--- src/rtl/pwm_pkg.sv ---
package pwm_pkg;
   typedef enum logic [1:0] {
      CMP_NONE   = 2'b00,
      CMP_TOGGLE = 2'b01,
      CMP_CLEAR  = 2'b10,
      CMP_SET    = 2'b11
   } cmp_act_e;
endpackage

--- src/rtl/pwm_period_ctr.sv ---
module pwm_period_ctr #(
   parameter int CNT_W   = 16,
   parameter bit WRAP_GE = 1'b1
) (
   input  logic             clk,
   input  logic             rst_n,
   input  logic [CNT_W-1:0] period,
   output logic [CNT_W-1:0] cnt,
   output logic             wrap
);
   localparam logic [CNT_W-1:0] ONE = {{(CNT_W-1){1'b0}}, 1'b1};

   generate
      if (CNT_W < 2 || CNT_W > 32) begin : g_bad_width
         $error("pwm_period_ctr: CNT_W out of range");
      end
      if (WRAP_GE) begin : g_wrap_ge
         assign wrap = (cnt >= period);
      end else begin : g_wrap_eq
         assign wrap = (cnt == period);
      end
   endgenerate

   always_ff @(posedge clk or negedge rst_n) begin
      if (!rst_n)    cnt <= '0;
      else if (wrap) cnt <= '0;
      else           cnt <= cnt + ONE;
   end
endmodule

--- src/rtl/pwm_max_latch.sv ---
module pwm_max_latch (
   input  logic clk,
   input  logic rst_n,
   input  logic wrap,
   input  logic req,
   output logic flag
);
   always_ff @(posedge clk or negedge rst_n) begin
      if (!rst_n)    flag <= 1'b0;
      else if (wrap) flag <= req;
   end
endmodule

--- src/rtl/pwm_out_stage.sv ---
module pwm_out_stage
   import pwm_pkg::*;
#(
   parameter int CNT_W = 16
) (
   input  logic             clk,
   input  logic             rst_n,
   input  logic [CNT_W-1:0] cnt,
   input  logic [CNT_W-1:0] cmp,
   input  logic             wrap,
   input  logic [1:0]       mode,
   input  logic             tov_en,
   input  logic             ovr_flag,
   input  logic             pol,
   output logic             phase,
   output logic             pin
);
   cmp_act_e act;
   logic     match;
   logic     force_full;
   logic     eff;

   assign act        = cmp_act_e'(mode);
   assign match      = (cnt == cmp) && !wrap;
   assign force_full = ovr_flag && tov_en && (act == CMP_CLEAR);
   assign eff        = force_full | phase;
   assign pin        = eff ? pol : ~pol;

   always_ff @(posedge clk or negedge rst_n) begin
      if (!rst_n) begin
         phase <= 1'b0;
      end else if (wrap) begin
         if (tov_en) phase <= 1'b1;
      end else if (match) begin
         unique case (act)
            CMP_NONE:   phase <= phase;
            CMP_TOGGLE: phase <= ~phase;
            CMP_CLEAR:  phase <= 1'b0;
            CMP_SET:    phase <= 1'b1;
         endcase
      end
   end
endmodule

--- src/rtl/pwm_duty_chan.sv ---
module pwm_duty_chan #(
   parameter int CNT_W   = 16,
   parameter bit WRAP_GE = 1'b1
) (
   input  logic             clk,
   input  logic             rst_n,
   input  logic [CNT_W-1:0] period_i,
   input  logic [CNT_W-1:0] cmp_i,
   input  logic [1:0]       cmp_mode_i,
   input  logic             tov_en_i,
   input  logic             max_duty_i,
   input  logic             pol_i,
   output logic [CNT_W-1:0] cnt_o,
   output logic             ovf_o,
   output logic             pwm_o
);
   logic wrap_w;
   logic ovr_w;
   logic phase_w;

   pwm_period_ctr #(.CNT_W(CNT_W), .WRAP_GE(WRAP_GE)) u_ctr (
      .clk(clk), .rst_n(rst_n), .period(period_i), .cnt(cnt_o), .wrap(wrap_w)
   );

   pwm_max_latch u_latch (
      .clk(clk), .rst_n(rst_n), .wrap(wrap_w), .req(max_duty_i), .flag(ovr_w)
   );

   pwm_out_stage #(.CNT_W(CNT_W)) u_out (
      .clk(clk), .rst_n(rst_n), .cnt(cnt_o), .cmp(cmp_i), .wrap(wrap_w),
      .mode(cmp_mode_i), .tov_en(tov_en_i), .ovr_flag(ovr_w), .pol(pol_i),
      .phase(phase_w), .pin(pwm_o)
   );

   assign ovf_o = wrap_w;
endmodule

--- config.mk ---
export PLATFORM = sky130hd
export DESIGN_NAME = pwm_duty_chan
export DESIGN_NICKNAME = d
export VERILOG_FILES = /design/src/rtl/pwm_pkg.sv /design/src/rtl/pwm_period_ctr.sv /design/src/rtl/pwm_max_latch.sv /design/src/rtl/pwm_out_stage.sv /design/src/rtl/pwm_duty_chan.sv
export SDC_FILE = /design/constraint.sdc
export NUM_CORES = 1
export LEC_CHECK = 0
export BUFFER_PORTS_ARGS = -buffer_cell sky130_fd_sc_hd__buf_2
export CAP_MARGIN = 15
export CORE_MARGIN = 3
export CORE_UTILIZATION = 52
export DETAILED_ROUTE_END_ITERATION = 8
export GPL_ROUTABILITY_DRIVEN = 0
export PLACE_DENSITY = 0.85
export SYNTH_ARGS = -nofsm -noshare
export SYNTH_HDL_FRONTEND = slang
export SYNTH_SLANG_ARGS = --single-unit
--- constraint.sdc ---
create_clock -name clk -period 3.4 [get_ports clk]
set_clock_uncertainty 0.15 [all_clocks]
set_input_delay 0.17 -clock clk [delete_from_list [all_inputs] [get_ports clk]]
set_output_delay 0.17 -clock clk [all_outputs]
set_load 0.02 [all_outputs]
=== Word-level counts from Yosys, hierarchy flattened ===
Index checks and enable logic that the tools add are counted.
Widths: inputs -> output; s select.

* Add/subtract/negate cells: 1
* Order comparisons: 1
* Equal/unequal tests: 6
* Muxes and demuxes: 6
* Bitwise operators: 3
* Reductions and logical operators: 7

{| class="wikitable"
|+ Operator list
! operator !! count
|-
| $add 16x1->16 const B || 1
|-
| $eq 16x16->1 || 1
|-
| $ge 16x16->1 || 1
|-
| $mux 16 || 1
|-
| $eq 2x2->1 const B || 2
|-
| $mux 1 || 4
|-
| $logic_and 1x1->1 || 3
|-
| $pmux 1 s3 || 1
|-
| $reduce_and 3->1 || 1
|-
| $eq 2x1->1 const B || 1
|-
| $logic_not 2->1 || 1
|-
| $ne 2x1->1 const B || 1
|-
| $ne 2x2->1 const B || 1
|-
| $not 1->1 || 2
|-
| $reduce_bool 2->1 || 1
|-
| $logic_not 1->1 || 1
|-
| $or 1x1->1 || 1
|}

* Flip-flop bits (word level): 18
* Input port bits: 39
* Output and inout bits: 18
* Logic and storage cells: 27

=== Logic depth before layout (Yosys ltp) ===
* Depth in word-level cells: 5
* Depth in mapped cells: 9

=== Hierarchy ===
From an unflattened synthesis, not the netlist that was laid out.

* Cells, all modules: 163
* Area, all modules: 1,565.3 um2

{| class="wikitable"
|+ Modules (own cells, without submodules)
! module !! instances !! cells each !! area each (um2) !! seq. area each (um2)
|-
| pwm_period_ctr || 1 || 130 || 1,260.0 || 400.4
|-
| pwm_out_stage || 1 || 31 || 265.3 || 25.0
|-
| pwm_max_latch || 1 || 2 || 40.0 || 25.0
|}

=== Worst setup path after synthesis ===
No wires, ideal clock.

* Path kind: reg-to-reg
* Start: register u_ctr.cnt[1]
* End: register u_out.phase
* Library setup time: 0.126 ns
* Data arrival time: 1.959 ns
* Data required time: 3.124 ns
* Path slack: 1.165 ns
* Cell stages (with the launch flop): 9
* Path buffers: 1
* Period minus slack after synthesis: 2.235 ns
* Path through: dfrtp_1 ha_1 nor2b_1 o211a_1 o311ai_1 nand4b_1 buf_6 nor3b_1 nor3_1

* Cells in the longest elaborated chain, start to end: 5
* Elaborated cells between the ends (all ways): 9
* Classes of those cells: order compare: 1; eq/ne: 3; mux: 1; reduce/logical: 4

{| class="wikitable"
|+ RTL lines
! item !! line !! text
|-
| from (decl) || pwm_period_ctr.sv:8 || <nowiki>output logic [CNT_W-1:0] cnt,</nowiki>
|-
| from (signal assigned) || pwm_period_ctr.sv:27 || <nowiki>else cnt <= cnt + ONE;</nowiki>
|-
| $ge 16x16->1 || pwm_period_ctr.sv:18 || <nowiki>assign wrap = (cnt >= period);</nowiki>
|-
| $logic_not 1->1 || pwm_out_stage.sv:24 || <nowiki>assign match = (cnt == cmp) && !wrap;</nowiki>
|-
| $logic_and 1x1->1 || pwm_out_stage.sv:24 ||
|-
| $reduce_bool 2->1 (no line) || n/a ||
|-
| $reduce_and 3->1 (no line) || n/a ||
|-
| to (signal assigned) || pwm_out_stage.sv:36 || <nowiki>CMP_NONE: phase <= phase;</nowiki>
|-
| to (signal assigned) || pwm_out_stage.sv:37 || <nowiki>CMP_TOGGLE: phase <= ~phase;</nowiki>
|-
| to (decl) || pwm_out_stage.sv:15 || <nowiki>output logic phase,</nowiki>
|}

Parallel ways exist; a longest one is shown, timed or not.
A chain may end at the register's enable or synchronous reset.

=== Worst setup path after layout ===
* Start: register u_ctr.cnt[1]
* End: output ovf_o

* Cells in the longest elaborated chain, start to end: 1

{| class="wikitable"
|+ RTL lines
! item !! line !! text
|-
| $ge 16x16->1 || pwm_period_ctr.sv:18 ||
|-
| to (decl) || pwm_duty_chan.sv:14 || <nowiki>output logic ovf_o,</nowiki>
|}

Every way passes these cells.

==> metrics.cfg <==
[timing]
fin_crit_ns = 2.51
period_share = 0.739
drv_slew = 0
worst_pin_slew_ns = 0.422
fmax_ghz = 0.398
rsz0062_at_grt = false
finalSetupTns_ns = 0
fin_hold_ws_ns = 0.0389
setup_viol = 0
slew_headroom = 0.719
final-hold-violation-count = 0

[floorplanning]
die_h_microns = 58.3
die_w_microns = 58.3
io_pins = 57
row_count = 18
dieArea_sq_mm = 0.00340
start_util = 0.559
core_area_sq_mm = 0.00254

[global_route]
grt_pass1_vias = 1215
antenna_found_initial = 0
grt_max_degree = 19
grt.busiest_layer = met2
grt_use_total = 0.199
met1_usage = 0.263
grt_pass1_wl_microns = 5090
overflow = 0
grtUsageMet2 = 0.324
gr-usage-met3 = 0.0395

[drt]
wl_per_cell_microns = 12.6
first_pass_iters = 4
route.vias.total = 1353
drtAntennaViolNets = 0
routed_wl_microns = 3220
drt_iter0_markers = 21
drc = 0
drt-vias-per-instance = 5.29

[clock_tree]
ctsHtreeMaxLevel = 1
cts_tree = done
clk_pin_slew_ns = 0.10
cts_root_buffer = clkbuf_4
cts_inserted_buffers = 3
cts_resized = 0
clock_latency_ns = 0.31
cts_buffer_depth = 2
cts.sinks = 18

[setup_path]
crit_arrival_ns = 2.19
worstSetupPathDepth = 7
rr_worst_depth = 7
crit_family = flip-flops
reg2reg_to = u_latch.flag$_DFFE_PN0P_
r2r_start = u_ctr.cnt[1]$_DFF_PN0_
critPathLaunchType = register
crit_slowest_cell = dfrtp_1
end_kind = primary output
worstPathRequired_ns = 3.08
cp_max_fo = 11
path_cells = ha_1, nor2b_1, o211a_1, o311ai_1, nand4b_1, buf_4, buf_2
slowest_delay_ns = 0.47
critPathKind = register to primary output
crit_buf_inv = 2
rrSetupSlack_ns = 1.16

[finish]
regArea_sq_um = 450
antenna_cells = 0
area_growth_pct = 25.5
fin_nets = 283
design_area_sq_mm = 0.00179
multi_input_area_sq_um = 878
final_common_cell = buf_2
drive_above_1_share = 0.279
final_cell_mix = buf_2, nor2_1, xnor2_1, inv_1, dfrtp_1
fillers = 206

[logic_synthesis]
syn-num-nets = 221
syn_inst = 165
yosysSeqAreaShare = 0.317
syn_area_sq_mm = 0.00142
avgSynthCellArea_sq_um = 8.62
yosysWarnings = 0
synth_seq_cells = 18
yosysUniqueCellTypes = 24

[pwr]
ir_drop_uv = 463
combPwrFrac = 0.391
sequentialPowerShare = 0.429
p_leak_nw = 0.983
p_int_mw = 0.458
power_mw = 0.769
power_frac_clock = 0.180
swShare = 0.404
power.density_mw_per_mm2 = 431
p_sw_mw = 0.311

[placed_design]
placedInstanceArea_sq_mm = 0.00173
io_buffers = 56
dp_hpwl_microns = 2610

[hold_path]
min_path_cells = 3
hp-start = tov_en_i
hold_end = u_out.phase$_DFFE_PN0P_
holdCritPathClass = input pin to register

[job]
cap_violations = 0

[outcome]
status = completed

-- per-layer routing --
metal	wire (microns)	vias up
met3	242	7
li1	-	674
met4	62	0
met1	1410	617
met5	0	-
met2	1510	55
-- what timing repair did --
item,CTS,global route
setup endpoints to repair,0,0
endpoints found under the hold margin,19,0
hold buffers,2,0
setup buffers,0,0
-- sequential cells by signal, indices dropped and copies added (netlist names) --
register / count
u_latch.flag: 1
u_ctr.cnt: 16
u_out.phase: 1
-- logic make-up after synthesis --
group | Yosys count | synth area share
compound gates | 14 | 0.0589
mux | 1 | 0.00792
flops | 18 | 0.317
xor+xnor | 31 | 0.191
simple gates | 63 | 0.210
fa+ha+maj | 17 | 0.150
buf+inv | 21 | 0.0660
-- stage by stage --
stage	util	worst slack [ns]	cells
floorplan	-	1.16	165
global placement	0.679	1.21	250
detailed placement	0.679	1.17	250
CTS	0.702	0.880	256
global route	0.702	0.785	256
finish	0.702	0.889	256
-- worst min-delay path: cells and delay by family --
kind / cells / cell delay, ns
simple gates: 2 / 0.19
buf+inv: 1 / 0.09
-- cell usage after synthesis --
| cell | count | area (sq um) |
|---|---|---|
| nor2_1 | 25 | 93.8 |
| xnor2_1 | 19 | 166 |
| dfrtp_1 | 18 | 450 |
| inv_1 | 18 | 67.6 |
| ha_1 | 17 | 213 |
| xor2_1 | 12 | 105 |
| nand2_1 | 9 | 33.8 |
| nand3_1 | 8 | 40.0 |
| nand4_1 | 8 | 50.1 |
| a21oi_1 | 7 | 35.0 |
| nor3_1 | 4 | 20.0 |
| and3_1 | 3 | 18.8 |
| a31oi_1 | 2 | 12.5 |
| buf_6 | 2 | 22.5 |
| nor2b_1 | 2 | 12.5 |
| nor3b_1 | 2 | 15.0 |
| o21ai_0 | 2 | 10.0 |
| a21o_1 | 1 | 7.51 |
| and2_1 | 1 | 6.26 |
| clkbuf_1 | 1 | 3.75 |
| mux2_2 | 1 | 11.3 |
| nand4b_1 | 1 | 8.76 |
| o211a_1 | 1 | 10.0 |
| o311ai_1 | 1 | 8.76 |
-- power groups by stage --
stage | logic, mW | registers, mW | clock network (mW)
6_report | 0.300 | 0.330 | 0.139
4_1_cts | 0.302 | 0.330 | 0.141
2_1_floorplan | 0.156 | 0.363 | 0
3_5_place_dp | 0.299 | 0.334 | 0
3_3_place_gp | 0.295 | 0.332 | 0
5_1_grt | 0.338 | 0.341 | 0.146
-- layout make-up --
type | instances | share of cell area
Clock buffer | 4 | 0.0203
Timing Repair Buffer | 60 | 0.177
Sequential cell | 18 | 0.252
Tap cell | 30 | 0.0210
Multi-Input combinational cell | 126 | 0.492
Inverter | 18 | 0.0378
-- worst max-delay path by stage --
stage                           start                  endpoint  slack (ns)
6_report       u_ctr.cnt[1]$_DFF_PN0_                     ovf_o        0.89
5_1_grt        u_ctr.cnt[1]$_DFF_PN0_                     ovf_o        0.79
4_1_cts        u_ctr.cnt[1]$_DFF_PN0_                     ovf_o        0.88
3_5_place_dp   u_ctr.cnt[1]$_DFF_PN0_  u_latch.flag$_DFFE_PN0P_        1.17
3_3_place_gp   u_ctr.cnt[1]$_DFF_PN0_  u_latch.flag$_DFFE_PN0P_        1.21
2_1_floorplan  u_ctr.cnt[1]$_DFF_PN0_   u_out.phase$_DFFE_PN0P_        1.16
No activity file was read; power rests on OpenSTA's default activity.
